## config.mk

```make
export PLATFORM = sky130hd
export DESIGN_NAME = aux_retry_seq
export DESIGN_NICKNAME = d
export VERILOG_FILES = /design/src/rtl/aux_seq_pkg.sv /design/src/rtl/aux_seq_down.sv /design/src/rtl/aux_seq_budget.sv /design/src/rtl/aux_seq_ctrl.sv /design/src/rtl/aux_retry_seq.sv
export SDC_FILE = /design/constraint.sdc
export NUM_CORES = 1
export LEC_CHECK = 0
export ABC_AREA = 1
export BUFFER_PORTS_ARGS = -buffer_cell sky130_fd_sc_hd__buf_2
export CAP_MARGIN = 20
export CORE_MARGIN = 5
export CORE_UTILIZATION = 35
export DETAILED_ROUTE_END_ITERATION = 6
export PLACE_DENSITY = 0.72
export SLEW_MARGIN = 20
export SYNTH_ARGS = -nofsm -noshare
export SYNTH_HDL_FRONTEND = slang
export SYNTH_HIERARCHICAL = 1
export SYNTH_SLANG_ARGS = --single-unit
```

## constraint.sdc

```tcl
create_clock -name clk -period 2.7 [get_ports clk]
set_clock_uncertainty 0.1 [all_clocks]
set_input_delay 0.135 -clock clk [delete_from_list [all_inputs] [get_ports clk]]
set_output_delay 0.135 -clock clk [all_outputs]
set_load 0.05 [all_outputs]
```

## src/rtl/aux_seq_pkg.sv

```systemverilog
package aux_seq_pkg;

    localparam int unsigned DEF_TO_RETRIES    = 2;
    localparam int unsigned DEF_DEFER_RETRIES = 6;
    localparam int unsigned N_BUDGETS         = 2;
    localparam int unsigned BK_TMO            = 0;
    localparam int unsigned BK_DEF            = 1;

    typedef enum logic [2:0] {
        ST_OK      = 3'd0,
        ST_NACK    = 3'd1,
        ST_DEFER   = 3'd2,
        ST_TIMEOUT = 3'd3,
        ST_NOHPD   = 3'd4
    } stat_e;

    typedef enum logic [2:0] {
        SQ_IDLE,
        SQ_CLR,
        SQ_FIRE,
        SQ_WAIT,
        SQ_GAP
    } seq_e;

    typedef enum logic [2:0] {
        OC_ACK,
        OC_NACK,
        OC_DEFER,
        OC_TMO,
        OC_GONE
    } outcome_e;

    // Hot-plug loss wins over every reply code.
    function automatic outcome_e classify(input logic hpd_hi, input logic [1:0] reply);
        outcome_e r;
        if (!hpd_hi) begin
            r = OC_GONE;
        end else begin
            case (reply)
                2'd0:    r = OC_ACK;
                2'd1:    r = OC_NACK;
                2'd2:    r = OC_DEFER;
                default: r = OC_TMO;
            endcase
        end
        return r;
    endfunction

    function automatic int unsigned width_for(input int unsigned n);
        return (n < 2) ? 1 : $clog2(n);
    endfunction

endpackage

```

## src/rtl/aux_seq_down.sv

```systemverilog
module aux_seq_down #(
    parameter int unsigned W = 8
) (
    input  logic         clk,
    input  logic         rst,
    input  logic         load,
    input  logic [W-1:0] load_val,
    input  logic         dec,
    output logic         zero
);
    logic [W-1:0] cnt;

    always_ff @(posedge clk) begin
        if (rst) begin
            cnt <= '0;
        end else if (load) begin
            cnt <= load_val;
        end else if (dec && cnt != '0) begin
            cnt <= cnt - 1'b1;
        end
    end

    assign zero = (cnt == '0);
endmodule

```

## src/rtl/aux_seq_budget.sv

```systemverilog
module aux_seq_budget #(
    parameter int unsigned LIMIT = 2
) (
    input  logic clk,
    input  logic rst,
    input  logic clr,
    input  logic bump,
    output logic spent
);
    localparam int unsigned CW = (LIMIT < 1) ? 1 : $clog2(LIMIT + 1);
    localparam logic [CW-1:0] LIM = CW'(LIMIT);

    logic [CW-1:0] used;

    always_ff @(posedge clk) begin
        if (rst || clr) begin
            used <= '0;
        end else if (bump && !spent) begin
            used <= used + 1'b1;
        end
    end

    assign spent = (used == LIM);
endmodule

```

## src/rtl/aux_seq_ctrl.sv

```systemverilog
module aux_seq_ctrl
    import aux_seq_pkg::*;
#(
    parameter int unsigned CMD_W  = 4,
    parameter int unsigned ADDR_W = 20,
    parameter int unsigned LEN_W  = 4,
    parameter int unsigned DATA_W = 32,
    parameter int unsigned GAP_W  = 8
) (
    input  logic                 clk,
    input  logic                 rst,
    input  logic                 start,
    input  logic [CMD_W-1:0]     req_cmd,
    input  logic [ADDR_W-1:0]    req_addr,
    input  logic [LEN_W-1:0]     req_len,
    input  logic [DATA_W-1:0]    req_wdata,
    input  logic [GAP_W-1:0]     retry_gap,
    output logic                 busy,
    output logic                 stat_valid,
    output logic [2:0]           stat_code,
    output logic                 rd_valid,
    output logic [DATA_W-1:0]    rd_data,
    output logic                 eng_launch,
    output logic                 eng_done_ack,
    output logic [CMD_W-1:0]     eng_cmd,
    output logic [ADDR_W-1:0]    eng_addr,
    output logic [LEN_W-1:0]     eng_len,
    output logic [DATA_W-1:0]    eng_wdata,
    input  logic                 eng_done,
    input  logic [1:0]           eng_reply,
    input  logic [DATA_W-1:0]    eng_rdata,
    input  logic                 hpd,
    output logic                 wd_load,
    output logic                 wd_dec,
    input  logic                 wd_zero,
    output logic                 gap_load,
    output logic [GAP_W-1:0]     gap_val,
    output logic                 gap_dec,
    input  logic                 gap_zero,
    output logic                 bud_clr,
    output logic [N_BUDGETS-1:0] bud_bump,
    input  logic [N_BUDGETS-1:0] bud_spent
);
    seq_e     st;
    outcome_e oc;
    logic     accept, seen, expire, hit_tmo, hit_def, gap_on;

    assign oc      = classify(hpd, eng_reply);
    assign accept  = (st == SQ_IDLE) && start;
    assign seen    = (st == SQ_WAIT) && eng_done;
    assign expire  = (st == SQ_WAIT) && !eng_done && wd_zero;
    assign hit_tmo = expire || (seen && oc == OC_TMO);
    assign hit_def = seen && oc == OC_DEFER;
    assign gap_on  = (retry_gap != '0);

    assign bud_clr          = accept;
    assign bud_bump[BK_TMO] = hit_tmo && !bud_spent[BK_TMO];
    assign bud_bump[BK_DEF] = hit_def && !bud_spent[BK_DEF];

    assign wd_load  = (st == SQ_FIRE);
    assign wd_dec   = (st == SQ_WAIT) && !eng_done;
    assign gap_load = bud_bump[BK_DEF] && gap_on;
    assign gap_val  = retry_gap - 1'b1;
    assign gap_dec  = (st == SQ_GAP);

    assign eng_launch   = (st == SQ_FIRE);
    assign eng_done_ack = (st == SQ_CLR);

    always_ff @(posedge clk) begin
        if (rst) begin
            st         <= SQ_IDLE;
            busy       <= 1'b0;
            stat_valid <= 1'b0;
            stat_code  <= ST_OK;
            rd_valid   <= 1'b0;
            rd_data    <= '0;
            eng_cmd    <= '0;
            eng_addr   <= '0;
            eng_len    <= '0;
            eng_wdata  <= '0;
        end else begin
            stat_valid <= 1'b0;
            rd_valid   <= 1'b0;
            case (st)
                SQ_IDLE: begin
                    if (start) begin
                        eng_cmd   <= req_cmd;
                        eng_addr  <= req_addr;
                        eng_len   <= req_len;
                        eng_wdata <= req_wdata;
                        busy      <= 1'b1;
                        st        <= SQ_CLR;
                    end
                end
                SQ_CLR: begin
                    if (!eng_done) st <= SQ_FIRE;
                end
                SQ_FIRE: begin
                    st <= SQ_WAIT;
                end
                SQ_WAIT: begin
                    if (hit_tmo) begin
                        if (bud_spent[BK_TMO]) begin
                            st <= SQ_IDLE; busy <= 1'b0;
                            stat_valid <= 1'b1; stat_code <= ST_TIMEOUT;
                        end else begin
                            st <= SQ_CLR;
                        end
                    end else if (seen) begin
                        case (oc)
                            OC_ACK: begin
                                st <= SQ_IDLE; busy <= 1'b0;
                                stat_valid <= 1'b1; stat_code <= ST_OK;
                                rd_valid <= 1'b1; rd_data <= eng_rdata;
                            end
                            OC_NACK: begin
                                st <= SQ_IDLE; busy <= 1'b0;
                                stat_valid <= 1'b1; stat_code <= ST_NACK;
                            end
                            OC_DEFER: begin
                                if (bud_spent[BK_DEF]) begin
                                    st <= SQ_IDLE; busy <= 1'b0;
                                    stat_valid <= 1'b1; stat_code <= ST_DEFER;
                                end else begin
                                    st <= gap_on ? SQ_GAP : SQ_CLR;
                                end
                            end
                            default: begin
                                st <= SQ_IDLE; busy <= 1'b0;
                                stat_valid <= 1'b1; stat_code <= ST_NOHPD;
                            end
                        endcase
                    end
                end
                SQ_GAP: begin
                    if (gap_zero) st <= SQ_CLR;
                end
                default: st <= SQ_IDLE;
            endcase
        end
    end
endmodule

```

## src/rtl/aux_retry_seq.sv

```systemverilog
module aux_retry_seq
    import aux_seq_pkg::*;
#(
    parameter int unsigned CMD_W         = 4,
    parameter int unsigned ADDR_W        = 20,
    parameter int unsigned LEN_W         = 4,
    parameter int unsigned DATA_W        = 32,
    parameter int unsigned GAP_W         = 8,
    parameter int unsigned WD_CYCLES     = 64,
    parameter int unsigned TO_RETRIES    = DEF_TO_RETRIES,
    parameter int unsigned DEFER_RETRIES = DEF_DEFER_RETRIES
) (
    input  logic              clk,
    input  logic              rst,
    input  logic              start,
    input  logic [CMD_W-1:0]  req_cmd,
    input  logic [ADDR_W-1:0] req_addr,
    input  logic [LEN_W-1:0]  req_len,
    input  logic [DATA_W-1:0] req_wdata,
    input  logic [GAP_W-1:0]  retry_gap,
    output logic              busy,
    output logic              stat_valid,
    output logic [2:0]        stat_code,
    output logic              rd_valid,
    output logic [DATA_W-1:0] rd_data,
    output logic              eng_launch,
    output logic              eng_done_ack,
    output logic [CMD_W-1:0]  eng_cmd,
    output logic [ADDR_W-1:0] eng_addr,
    output logic [LEN_W-1:0]  eng_len,
    output logic [DATA_W-1:0] eng_wdata,
    input  logic              eng_done,
    input  logic [1:0]        eng_reply,
    input  logic [DATA_W-1:0] eng_rdata,
    input  logic              hpd
);
    localparam int unsigned WD_W = width_for(WD_CYCLES);
    localparam logic [WD_W-1:0] WD_RELOAD = WD_W'(WD_CYCLES - 1);

    logic                 wd_load, wd_dec, wd_zero;
    logic                 gap_load, gap_dec, gap_zero;
    logic [GAP_W-1:0]     gap_val;
    logic                 bud_clr;
    logic [N_BUDGETS-1:0] bud_bump, bud_spent;

    aux_seq_ctrl #(
        .CMD_W(CMD_W), .ADDR_W(ADDR_W), .LEN_W(LEN_W),
        .DATA_W(DATA_W), .GAP_W(GAP_W)
    ) u_ctrl (
        .clk(clk), .rst(rst), .start(start),
        .req_cmd(req_cmd), .req_addr(req_addr), .req_len(req_len),
        .req_wdata(req_wdata), .retry_gap(retry_gap),
        .busy(busy), .stat_valid(stat_valid), .stat_code(stat_code),
        .rd_valid(rd_valid), .rd_data(rd_data),
        .eng_launch(eng_launch), .eng_done_ack(eng_done_ack),
        .eng_cmd(eng_cmd), .eng_addr(eng_addr), .eng_len(eng_len),
        .eng_wdata(eng_wdata), .eng_done(eng_done), .eng_reply(eng_reply),
        .eng_rdata(eng_rdata), .hpd(hpd),
        .wd_load(wd_load), .wd_dec(wd_dec), .wd_zero(wd_zero),
        .gap_load(gap_load), .gap_val(gap_val), .gap_dec(gap_dec),
        .gap_zero(gap_zero),
        .bud_clr(bud_clr), .bud_bump(bud_bump), .bud_spent(bud_spent)
    );

    aux_seq_down #(.W(WD_W)) u_wdog (
        .clk(clk), .rst(rst), .load(wd_load), .load_val(WD_RELOAD),
        .dec(wd_dec), .zero(wd_zero)
    );

    aux_seq_down #(.W(GAP_W)) u_gap (
        .clk(clk), .rst(rst), .load(gap_load), .load_val(gap_val),
        .dec(gap_dec), .zero(gap_zero)
    );

    for (genvar k = 0; k < N_BUDGETS; k++) begin : g_budget
        localparam int unsigned LIM = (k == BK_TMO) ? TO_RETRIES : DEFER_RETRIES;
        aux_seq_budget #(.LIMIT(LIM)) u_bud (
            .clk(clk), .rst(rst), .clr(bud_clr),
            .bump(bud_bump[k]), .spent(bud_spent[k])
        );
    end
endmodule

```

**Word level (Yosys, flattened, before mapping)**

Index checks and enable logic that the tools add are counted.

- Add/subtract/negate cells: 5
- Equal/unequal tests: 19
- Muxes and demuxes: 34
- Bitwise gates (word level): 3
- Reduce and logical (&&, ||, !) cells: 37

Operator list:

| kind | count |
|---|---|
| $mux W3 | 13 |
| $mux W8 | 2 |
| $reduce_bool A8 Y1 | 2 |
| $sub A8 B1 Y8 const B | 2 |
| $pmux W3 S5 | 1 |
| $logic_and A1 B1 Y1 | 13 |
| $mux W1 | 13 |
| $eq A3 B2 Y1 const B | 4 |
| $mux W6 | 2 |
| $reduce_and A4 Y1 | 3 |
| $pmux W3 S3 | 1 |
| $logic_not A8 Y1 | 1 |
| $reduce_bool A2 Y1 | 4 |
| $eq A3 B1 Y1 const B | 2 |
| $eq A3 B3 Y1 const B | 2 |
| $logic_not A3 Y1 | 2 |
| $logic_not A6 Y1 | 1 |
| $ne A2 B2 Y1 const B | 3 |
| $ne A3 B1 Y1 const B | 2 |
| $pmux W2 S3 | 1 |
| $reduce_bool A6 Y1 | 1 |
| $sub A6 B1 Y6 const B | 1 |
| $reduce_and A5 Y1 | 1 |
| $eq A2 B2 Y1 const B | 2 |
| 14 further kinds | 19 |

- Bits in registers: 120
- Input bits: 107
- Output and inout bits: 100
- Word-level logic and storage cells: 112

**Depth between registers and ports, before layout**

Gate-level depths: netlist (run 1).

- Depth after elaboration: 8
- Depth in mapped cells: 13
- Depth with buffers taken out: 12

**Hierarchy**

Netlist (run 1), hierarchy kept.

By module, submodules not included:

| module | instances | cells each | area each (um2) |
|---|---|---|---|
| aux_seq_ctrl | 1 | 512 | 3905.0 |
| aux_seq_down at u_gap | 1 | 104 | 600.6 |
| aux_seq_down at u_wdog | 1 | 68 | 421.7 |
| aux_seq_budget at g_budget[1].u_bud | 1 | 25 | 167.7 |
| aux_seq_budget at g_budget[0].u_bud | 1 | 14 | 101.3 |
| aux_retry_seq | 1 | 1 | 3.8 |

**Least setup slack after synthesis (run 1)**

OpenSTA, ideal clock, no wires.

- Path kind: reg-to-reg
- From: register u_ctrl.st[0]
- To: register u_ctrl.st[1]
- Setup time: 0.109 ns
- Data arrival time: 2.105 ns
- Setup slack: 0.386 ns
- Cell stages (with the launch flop): 10
- Path buffers: 0
- Period minus slack after synthesis: 2.314 ns
- Path through: dfxtp_1 -> inv_1 -> nor3_1 -> nand2_1 -> nand2_1 -> nor2_1 -> o21ai_0 -> nand2_1 -> nand2_1 -> inv_1

- Elaborated cells between the ends (all ways): 17
- Those cells by class: eq/ne (8); mux (2); reduce/logical (7)

RTL lines:

| element | RTL line | text |
|---|---|---|
| start, declared | aux_seq_ctrl.sv:44 | `seq_e st;` |
| start signal, assigned | aux_seq_ctrl.sv:125 | `st <= gap_on ? SQ_GAP : SQ_CLR;` |
| $eq A3 B1 Y1 * | -- |  |
| net eng_done_ack | aux_retry_seq.sv:27 | `output logic eng_done_ack,` |
| $ne A2 B2 Y1 (no source line) | -- |  |
| $reduce_and A4 Y1 (no source line) | -- |  |

The timed path passes the listed nets; every way through them passes the cells marked *.
A chain may end at the register's enable or synchronous reset.

**Final worst setup path (run 1)**

- From: register g_budget[1].u_bud.used[0]
- To: register u_gap.cnt[7]

- Cells in the longest elaborated chain, start to end: 5
- Elaborated cells between the ends (all ways): 6
- Those cells by class: eq/ne (1); mux (1); reduce/logical (4)

Ends and longest elaborated chain:

| element | RTL line | text |
|---|---|---|
| start, declared | aux_seq_budget.sv:13 | `logic [CW-1:0] used;` |
| start signal, assigned | aux_seq_budget.sv:19 | `used <= used + 1'b1;` |
| $eq A3 B3 Y1 * | aux_seq_budget.sv:23 | `assign spent = (used == LIM);` |
| net bud_spent[1] | aux_retry_seq.sv:44 | `logic [N_BUDGETS-1:0] bud_bump, bud_spent;` |
| $logic_not A1 Y1 * | aux_seq_ctrl.sv:58 | `assign bud_bump[BK_DEF] = hit_def && !bud_spent[BK_DEF];` |
| $logic_and A1 B1 Y1 * | aux_seq_ctrl.sv:58 |  |
| net bud_bump[1] | aux_retry_seq.sv:44 |  |
| $logic_and A1 B1 Y1 * | aux_seq_ctrl.sv:62 | `assign gap_load = bud_bump[BK_DEF] && gap_on;` |
| net gap_load | aux_retry_seq.sv:41 | `logic gap_load, gap_dec, gap_zero;` |
| $mux W8 or $reduce_bool A2 Y1 (tied branches) | -- |  |
| end signal, assigned | aux_seq_down.sv:17 | `cnt <= load_val;` |
| end signal, assigned | aux_seq_down.sv:19 | `cnt <= cnt - 1'b1;` |
| end, declared | aux_seq_down.sv:11 | `logic [W-1:0] cnt;` |

Marked as above.

==> results of run 1 <==
registers in the layout, summed over array words and instances, names as in the netlist, 4 cells and up:
name / cells
u_ctrl/eng_len: 4
u_ctrl/eng_cmd: 4
u_wdog/cnt: 6
u_ctrl/rd_data: 32
u_gap/cnt: 8
g_budget.u_bud/used: 5
u_ctrl/eng_wdata: 32
u_ctrl/eng_addr: 20
critical path: stages, from the launching register on:
cell and delay (ns):
dfxtp_1 0.38, inv_1 0.06, ha_1 0.22, nand2_2 0.11
inv_1 0.07, nor3_2 0.37, o21ai_0 0.23, inv_2 0.19
inv_2 0.13, nand3_1 0.13, nor2_1 0.06, nor2_1 0.10
nor2_1 0.04
cell usage in the layout, fill, tap and decap left out, types with 3 or more instances in the layout:
master	n
inv_6	4
clkinv_4	3
clkbuf_16	17
dlygate4sd3_1	92
nand4_1	5
dfxtp_1	120
inv_2	8
buf_4	5
nand3_1	30
xnor2_1	3
bufinv_16	3
ha_1	9
o21ai_1	9
o21ai_0	95
xor2_1	5
nand2_1	89
a21oi_1	19
diode_2	3
inv_1	45
conb_1	6
nor2_1	226
nor3_1	6
buf_2	206
nand2_4	3
nand2_2	3
nor2_2	5
cells by family (layout without fill, tap and decap cells):
group / count (synthesis) / in the layout / synth area share
flops: 120 / 120 / 0.462
xor+xnor: 8 / 8 / 0.0135
fa+ha+maj: 9 / 9 / 0.0217
simple gates: 374 / 374 / 0.300
other cells: 1 / 9 / 0.000721
compound gates: 126 / 126 / 0.124
buf+inv: 86 / 391 / 0.0782
how the worst min path moves through the flow:
stage	startpoint	end	slack [ns]	cells past startpoint
6_report	eng_reply[1]	u_ctrl/stat_code[0]	0.05	4
5_1_grt	eng_reply[1]	u_ctrl/stat_code[0]	0.05	4
4_1_cts	eng_reply[1]	u_ctrl/stat_code[0]	0.02	4
3_5_place_dp	req_wdata[3]	u_ctrl/eng_wdata[3]	0.26	3
3_3_place_gp	req_wdata[25]	u_ctrl/eng_wdata[25]	0.25	3
2_1_floorplan	rst	u_gap/cnt[2]	0.10	1
where the power goes:
part           leakage, nW  switching, mW  internal, mW
clock                0.302          0.851          1.52
sequential           0.982         0.0822          1.91
combinational         2.58          0.910         0.393
stage by stage:
stage          setup WS (ns)  instance area, µm²  instances
2_1_floorplan          0.386                5220        729
3_3_place_gp           0.442                6350       1094
3_5_place_dp           0.339                6350       1094
4_1_cts                0.314                7900       1218
5_1_grt                0.129                7900       1221
6_report               0.387                7900       1221
routing by layer:
| layer | wire length (µm) | up-vias | global-route usage | share of wire |
|---|---|---|---|---|
| met1 | 6740 | 2562 | 0.222 | 0.40 |
| met2 | 8420 | 213 | 0.325 | 0.50 |
| met4 | 686 | 0 | 0.105 | 0.040 |
| li1 | - | 2889 | - | - |
| met3 | 1110 | 53 | 0.0576 | 0.065 |
| met5 | 0 | - | 0 | 0 |
timing repair:
item                                   CTS  global route
setup endpoints to repair                0             2
resized for setup                        0             1
hold buffers                            92             0
endpoints found under the hold margin   92             0
final cells by class:
| type | count | area [µm²] |
|---|---|---|
| repair buffers | 305 | 2030 |
| multi-input cells | 523 | 2410 |
| clock inverters | 12 | 164 |
| inverters | 54 | 204 |
| flip-flops and latches | 120 | 2400 |
| fillers | 1353 | 6630 |
| well taps | 184 | 230 |
| clock buffers | 20 | 457 |
| diodes | 3 | 7.51 |
==> metrics.md, run 1 <==
| Metric | Value |
|---|---|
| Mapped Area | around 0.0052 mm² |
| Share of the synthesized area in the top cell type | 0.462 |
| DR WL/cell | about 14 µm |
| Share of cells above drive strength 1 | 0.263 |
| Area Growth Syn to Fin | 52.0% |
| CTS tree | yes |
| Initial core utilization | 0.358 |
| Syn. warnings | 6 |
| Pre-Repair DR Iteration Count | 5 |
| H-Tree Depth | 4 |
| RSZ-0062 raised after global routing | no |
| Number of synthesized flops with an enable pin | 0 |
| Die width | 132 µm |
| Clock-pin slew on the worst setup and hold paths | about 0.05 ns |
| Fin. Hold Viols | 0 |
| Max Fclk | between 400 and 500 MHz |
| GRT overflow | 0 |
| Cts bufs inserted | 17 |
| R2R Path End | u_gap/cnt[7] |
| Clk_lat worst skew | roughly 0.40 ns |
| Fin nets | 1137 |
| Worst Setup SP | g_budget[1].u_bud/used[0] |
| Detailed Route WL | roughly 17000 µm |
| R2r startpoint | g_budget[1].u_bud/used[0] |
| Slew headroom | 0.573 |
| Most frequent cells after synthesis | nor2_1 (226), dfxtp_1 (120), o21ai_0 (95) |
| Post-synth top flop | dfxtp_1 |
| Mean Syn Cell Area | 7.18 µm² |
| Critical path class | register to register |
| Gr usage total | 0.194 |
| Worst endpoint required time | around 2.9 ns |
| Clock buffer depth | 2 |
| DR vias/cell | roughly 4.7 |
| Final worst path period need | 2.31 ns |
| I/O Buffers | between 200 and 250 |
| Ports | 207 |
| Most frequent cell after synthesis | nor2_1 |
| Maximum VDD drop | 0.479 mV |
| Core box area | roughly 0.015 mm² |
| Clock net sink count | 120 |
| PwrDens | a little over 700 mW/mm² |
| MaxCap Viol Count | 0 |
| Synth area leader | dfxtp_1 |
| Critical Path AT | roughly 2.5 ns |
| Fin. max-slew vios | 0 |
| Crit-path max FO | 10 |
| R2r worst-path depth | 12 |
| Vias | between 5000 and 6000 |
| Type of the worst min-delay path | input pin to register |
| Critical Path Sink | u_gap/cnt[7] |
| Fin Hold WS | roughly 0.049 ns |
| Largest net degree at the start of global routing | 63 |
| 1st-iter DRT viols | 277 |
| Post-DP HPWL | ~10000 µm |
| Final Total Pwr | ~5.7 mW |
| Reg-to-reg slack, setup | slightly below 0.4 ns |
| Leak pwr | 3.87 nW |
| Vias in the first global route | about 5700 |
| Status | complete, no violations |
| Antenna violations before repair | 3 |
| Global placer's final weighted congestion | around 0.90 |
| Fin Setup TNS | 0 ns |
| Post-synthesis sequential area ratio | 0.462 |
| Cells after Synth | a little over 700 |
| FFs w/ async S/R, synth | 0 |
| First-pass GRT wire length | ~28000 µm |
| Slew @ Worst Pin | between 0.6 and 0.7 ns |
| Top cells by area, synth | dfxtp_1 (46%), nor2_1 (16%), o21ai_0 (9.1%) |
| Unique masters post-synth | 34 |
| CP startpoint kind | register |
| Die height | roughly 130 µm |
| Die area | about 0.017 mm² |
| Final core utilization | 0.544 |
| Setup Fix Bufs, Post-CTS | 0 |
| Clock root cell | clkbuf_16 |
| Row cnt | between 40 and 50 |
| ANT nets after route | 0 |
| Final setup violation count | 0 |
| Yosys reg bits | 120 |
| Final period utilization | 0.857 |
| CP Capture Type | register |
| Post-route DRC | 0 |
No activity file was read; power rests on OpenSTA's default activity.
==> inputs of run 2 (changes only) <==
--- a/config.mk
+++ b/config.mk
@@ -11,9 +11,8 @@
 export CORE_MARGIN = 5
 export CORE_UTILIZATION = 35
 export DETAILED_ROUTE_END_ITERATION = 6
-export PLACE_DENSITY = 0.72
+export PLACE_DENSITY = 0.73
 export SLEW_MARGIN = 20
 export SYNTH_ARGS = -nofsm -noshare
 export SYNTH_HDL_FRONTEND = slang
-export SYNTH_HIERARCHICAL = 1
 export SYNTH_SLANG_ARGS = --single-unit
==> run 2 against run 1 <==
Final area fell by 3.3%. Critical path depth rose by 3. Largest power group unchanged. Clock-buffer cell count fell by 2. Combinational power fell by 8%. First-iteration DRC count rose by 9.7%. Largest cell class is now flip-flops and latches. Sequential power barely moved. Wire length fell by 12%. Global-route usage fell by 1.1 points.
==> metrics.md, run 2 <==
| Metric | Value |
|---|---|
| Post_cts resized | 0 (unchanged) |
| CP Capture Type | register |
| Crit-path max FO | 12 (+2) |
| R2r startpoint | g_budget[1].u_bud.used[0] |
| Post-route DRC | 0 (unchanged) |
| Clock root cell | clkbuf_16 |
| Post-synth top flop | dfxtp_1 |
| Clock buffer depth | 2 (unchanged) |
| Clock net sink count | 120 (unchanged) |
| Post-DP HPWL | 9530 µm (-8.7%) |
| Share of the synthesized area in the top cell type | 0.495 (+0.0330) |
| Number of synthesized flops with an enable pin | 0 (unchanged) |
| Gr usage total | 0.183 (-0.0114) |
| H-Tree Depth | 4 (unchanged) |
| R2R Path End | u_gap.cnt[6] |
| Max Fclk | 448 MHz (+3.6%) |
| Synth area leader | dfxtp_1 |
| Most frequent cell after synthesis | dfxtp_1 |
| Pre-CTS setup slack | 0.480 ns (+0.140 ns) |
| Fin. max-slew vios | 0 (unchanged) |
| I/O Buffers | 206 (unchanged) |
| Status | complete, no violations |
| Final period utilization | 0.827 (-0.0301) |
| Antenna diodes | 0 (-3) |
| Most frequent cells after synthesis | dfxtp_1 (120), o21ai_0 (110), inv_1 (103) |
| Final setup violation count | 0 (unchanged) |
| Die height | 128 µm (-3.1%) |
| Clock-pin slew on the worst setup and hold paths | 0.05 ns (about the same) |
| Final core utilization | 0.557 (+0.0134) |
| Setup Fix Bufs, Post-CTS | 0 (unchanged) |
| Worst endpoint required time | 2.90 ns (+0.02 ns) |
| CTS tree | yes |
| Row cnt | 43 (-2.3%) |
| R2r worst-path depth | 15 (+3) |
| Area Growth Syn to Fin | 57.5% |
| Final worst slack | 0.468 ns (+0.0814 ns) |
| MaxCap Viol Count | 0 (unchanged) |
| Most frequent cells in the layout | buf_2 (206), dfxtp_1 (120), o21ai_0 (110), inv_1 (102), dlygate4sd3_1 (95) |
| Die width | 128 µm (-3.1%) |
| Fill count | 1218 (-10%) |
| Maximum VDD drop | 0.442 mV (-7.6%) |
| Vias | 5175 (-9.5%) |
| GRT overflow | 0 (unchanged) |
| Leak pwr | 3.62 nW (-6.3%) |
| Fin nets | 1048 (-7.8%) |
| Crit-path most repeated cell | nand2_1 |
| Vias in the first global route | 5148 (-9.8%) |
| Top cells by area, synth | dfxtp_1 (49%), o21ai_0 (11%), a21oi_1 (8.1%) |
| RSZ-0062 raised after global routing | no |
| Slew headroom | 0.586 (+0.0127) |
| Slew @ Worst Pin | 0.617 ns (-0.0228 ns) |
| CP cell instances | inv_1, ha_1, nand2_1, nand2_2, nor2_2, nand2_2, nand2_1, o21ai_4, inv_1, ha_1, nand2_2, nor2_2, nand2_1, nand2_1, a21oi_2 |
| Unique masters post-synth | 36 (+5.9%) |
| Post-synthesis sequential area ratio | 0.495 (+0.0330) |
| Share of cells above drive strength 1 | 0.290 (+0.0267) |
| Syn. warnings | 0 (-6) |
| Slowest-stage cell, CP | dfxtp_1 |
| Largest net degree at the start of global routing | 53 (-16%) |
| Critical path class | register to register |
| Yosys reg bits | 120 (unchanged) |
| Regs by FF count | u_ctrl.eng_wdata (32), u_ctrl.rd_data (32), u_ctrl.eng_addr (20) |
| Clk_lat worst skew | 0.41 ns (about the same) |
| Post-synth net total | approximately 750 |
| Fin Setup TNS | 0 ns (unchanged) |
| ANT nets after route | 0 (unchanged) |
| Antenna violations before repair | 0 (-3) |
| Mean Syn Cell Area | 7.56 µm² (+5.3%) |
| Worst Setup SP | g_budget[1].u_bud.used[0] |
| Cts bufs inserted | 17 (unchanged) |
| Ports | 207 (unchanged) |
| 1st-iter DRT viols | 304 (+9.7%) |
| DR WL/cell | 13.2 µm (-4.6%) |
| PwrDens | 732 mW/mm² (+2.2%) |
| Critical Path Sink | u_gap.cnt[6] |
| CP startpoint kind | register |
| Detailed Route WL | 15000 µm (-12%) |
| DR vias/cell | 4.58 (-2.1%) |
| Final worst path period need | 2.23 ns (-0.0814 ns) |
| Reg-to-reg slack, setup | 0.47 ns (+0.08 ns) |
| Mapped Area | 0.00485 mm² (-6.7%) |
| Crit-path max cell delay | 0.36 ns (-0.02 ns) |
| First-pass GRT wire length | 24300 µm (-13%) |
| Pre-Repair DR Iteration Count | 5 (unchanged) |
| Core box area | 0.0137 mm² (-5.6%) |
| Global placer's final weighted congestion | 0.803 (-11%) |
| Die area | 0.0163 mm² (-6.2%) |
| Initial core utilization | 0.354 (-0.00402) |
| Critical Path AT | 2.43 ns (-0.07 ns) |
| Most common cell after layout, fill and taps aside | buf_2 |
| FFs w/ async S/R, synth | 0 (unchanged) |
| Type of the worst min-delay path | input pin to register |
| Cells after Synth | 642 (-11%) |
| Fin. Hold Viols | 0 (unchanged) |
-- run 2: repair_timing --
action | CTS | global route
endpoints found under the setup margin | 0 | 0
hold endpoints to repair | 102 | 0
hold buffers | 95 | 0
-- run 2: layout make-up --
cell class | count | area [µm²] | area share
Clock buffer | 18 | 439 | 0.0574
Clock inverter | 14 | 200 | 0.0262
Inverter | 105 | 394 | 0.0516
Multi-Input combinational cell | 383 | 1920 | 0.251
Sequential cell | 120 | 2400 | 0.314
Tap cell | 180 | 225 | 0.0295
Timing Repair Buffer | 309 | 2070 | 0.270
-- run 2: where the power goes --
group | switching [mW] | leakage [nW] | internal, mW
logic | 0.840 | 2.34 | 0.363
registers | 0.0770 | 0.982 | 1.92
clock network | 0.826 | 0.302 | 1.57
-- run 2: worst min path at each step --
| stage | startpoint | end | slack [ns] | depth (start not counted) |
|---|---|---|---|---|
| after floorplan | rst | u_wdog.cnt[1] | 0.11 | 1 |
| after global placement | eng_rdata[23] | u_ctrl.rd_data[23] | 0.28 | 3 |
| after detailed placement | eng_rdata[16] | u_ctrl.rd_data[16] | 0.29 | 3 |
| after CTS | retry_gap[6] | u_gap.cnt[6] | 0.03 | 5 |
| after global routing | retry_gap[6] | u_gap.cnt[6] | 0.08 | 5 |
| final | retry_gap[6] | u_gap.cnt[6] | 0.05 | 5 |
-- run 2: cell families after synthesis --
kind of cell	after synthesis	synth area share
DFF	120	0.495
adders and majority gates	5	0.0129
buffers and inverters	139	0.113
AOI/OAI and AO/OA	202	0.217
and+or+nand+nor	176	0.162
-- run 2: per-layer routing --
layer | vias up | part of all wire | global-route usage
li1 | 2655 | - | -
met1 | 2294 | 0.40 | 0.205
met2 | 191 | 0.51 | 0.323
met3 | 35 | 0.063 | 0.0496
met4 | 0 | 0.027 | 0.0793
met5 | - | 0 | 0
-- run 2: critical path: cells and delay by family (launching register included) --
| family | cells | cell delay, ns |
|---|---|---|
| buffers and inverters | 2 | 0.14 |
| AO/OA/AOI/OAI | 2 | 0.14 |
| flip-flops | 1 | 0.36 |
| AND/OR/NAND/NOR | 9 | 1.02 |
| adder cells (fa/ha/maj) | 2 | 0.36 |
-- run 2: stage by stage --
stage                     hold slack [ns]  total power, mW  instance area, µm²  cells
after floorplan                     0.113             2.81                4850    642
after global placement              0.282             3.10                6050   1002
after detailed placement            0.290             3.12                6050   1002
after CTS                          0.0298             5.64                7640   1129
after global routing               0.0759             5.86                7640   1129
final                              0.0462             5.60                7640   1129
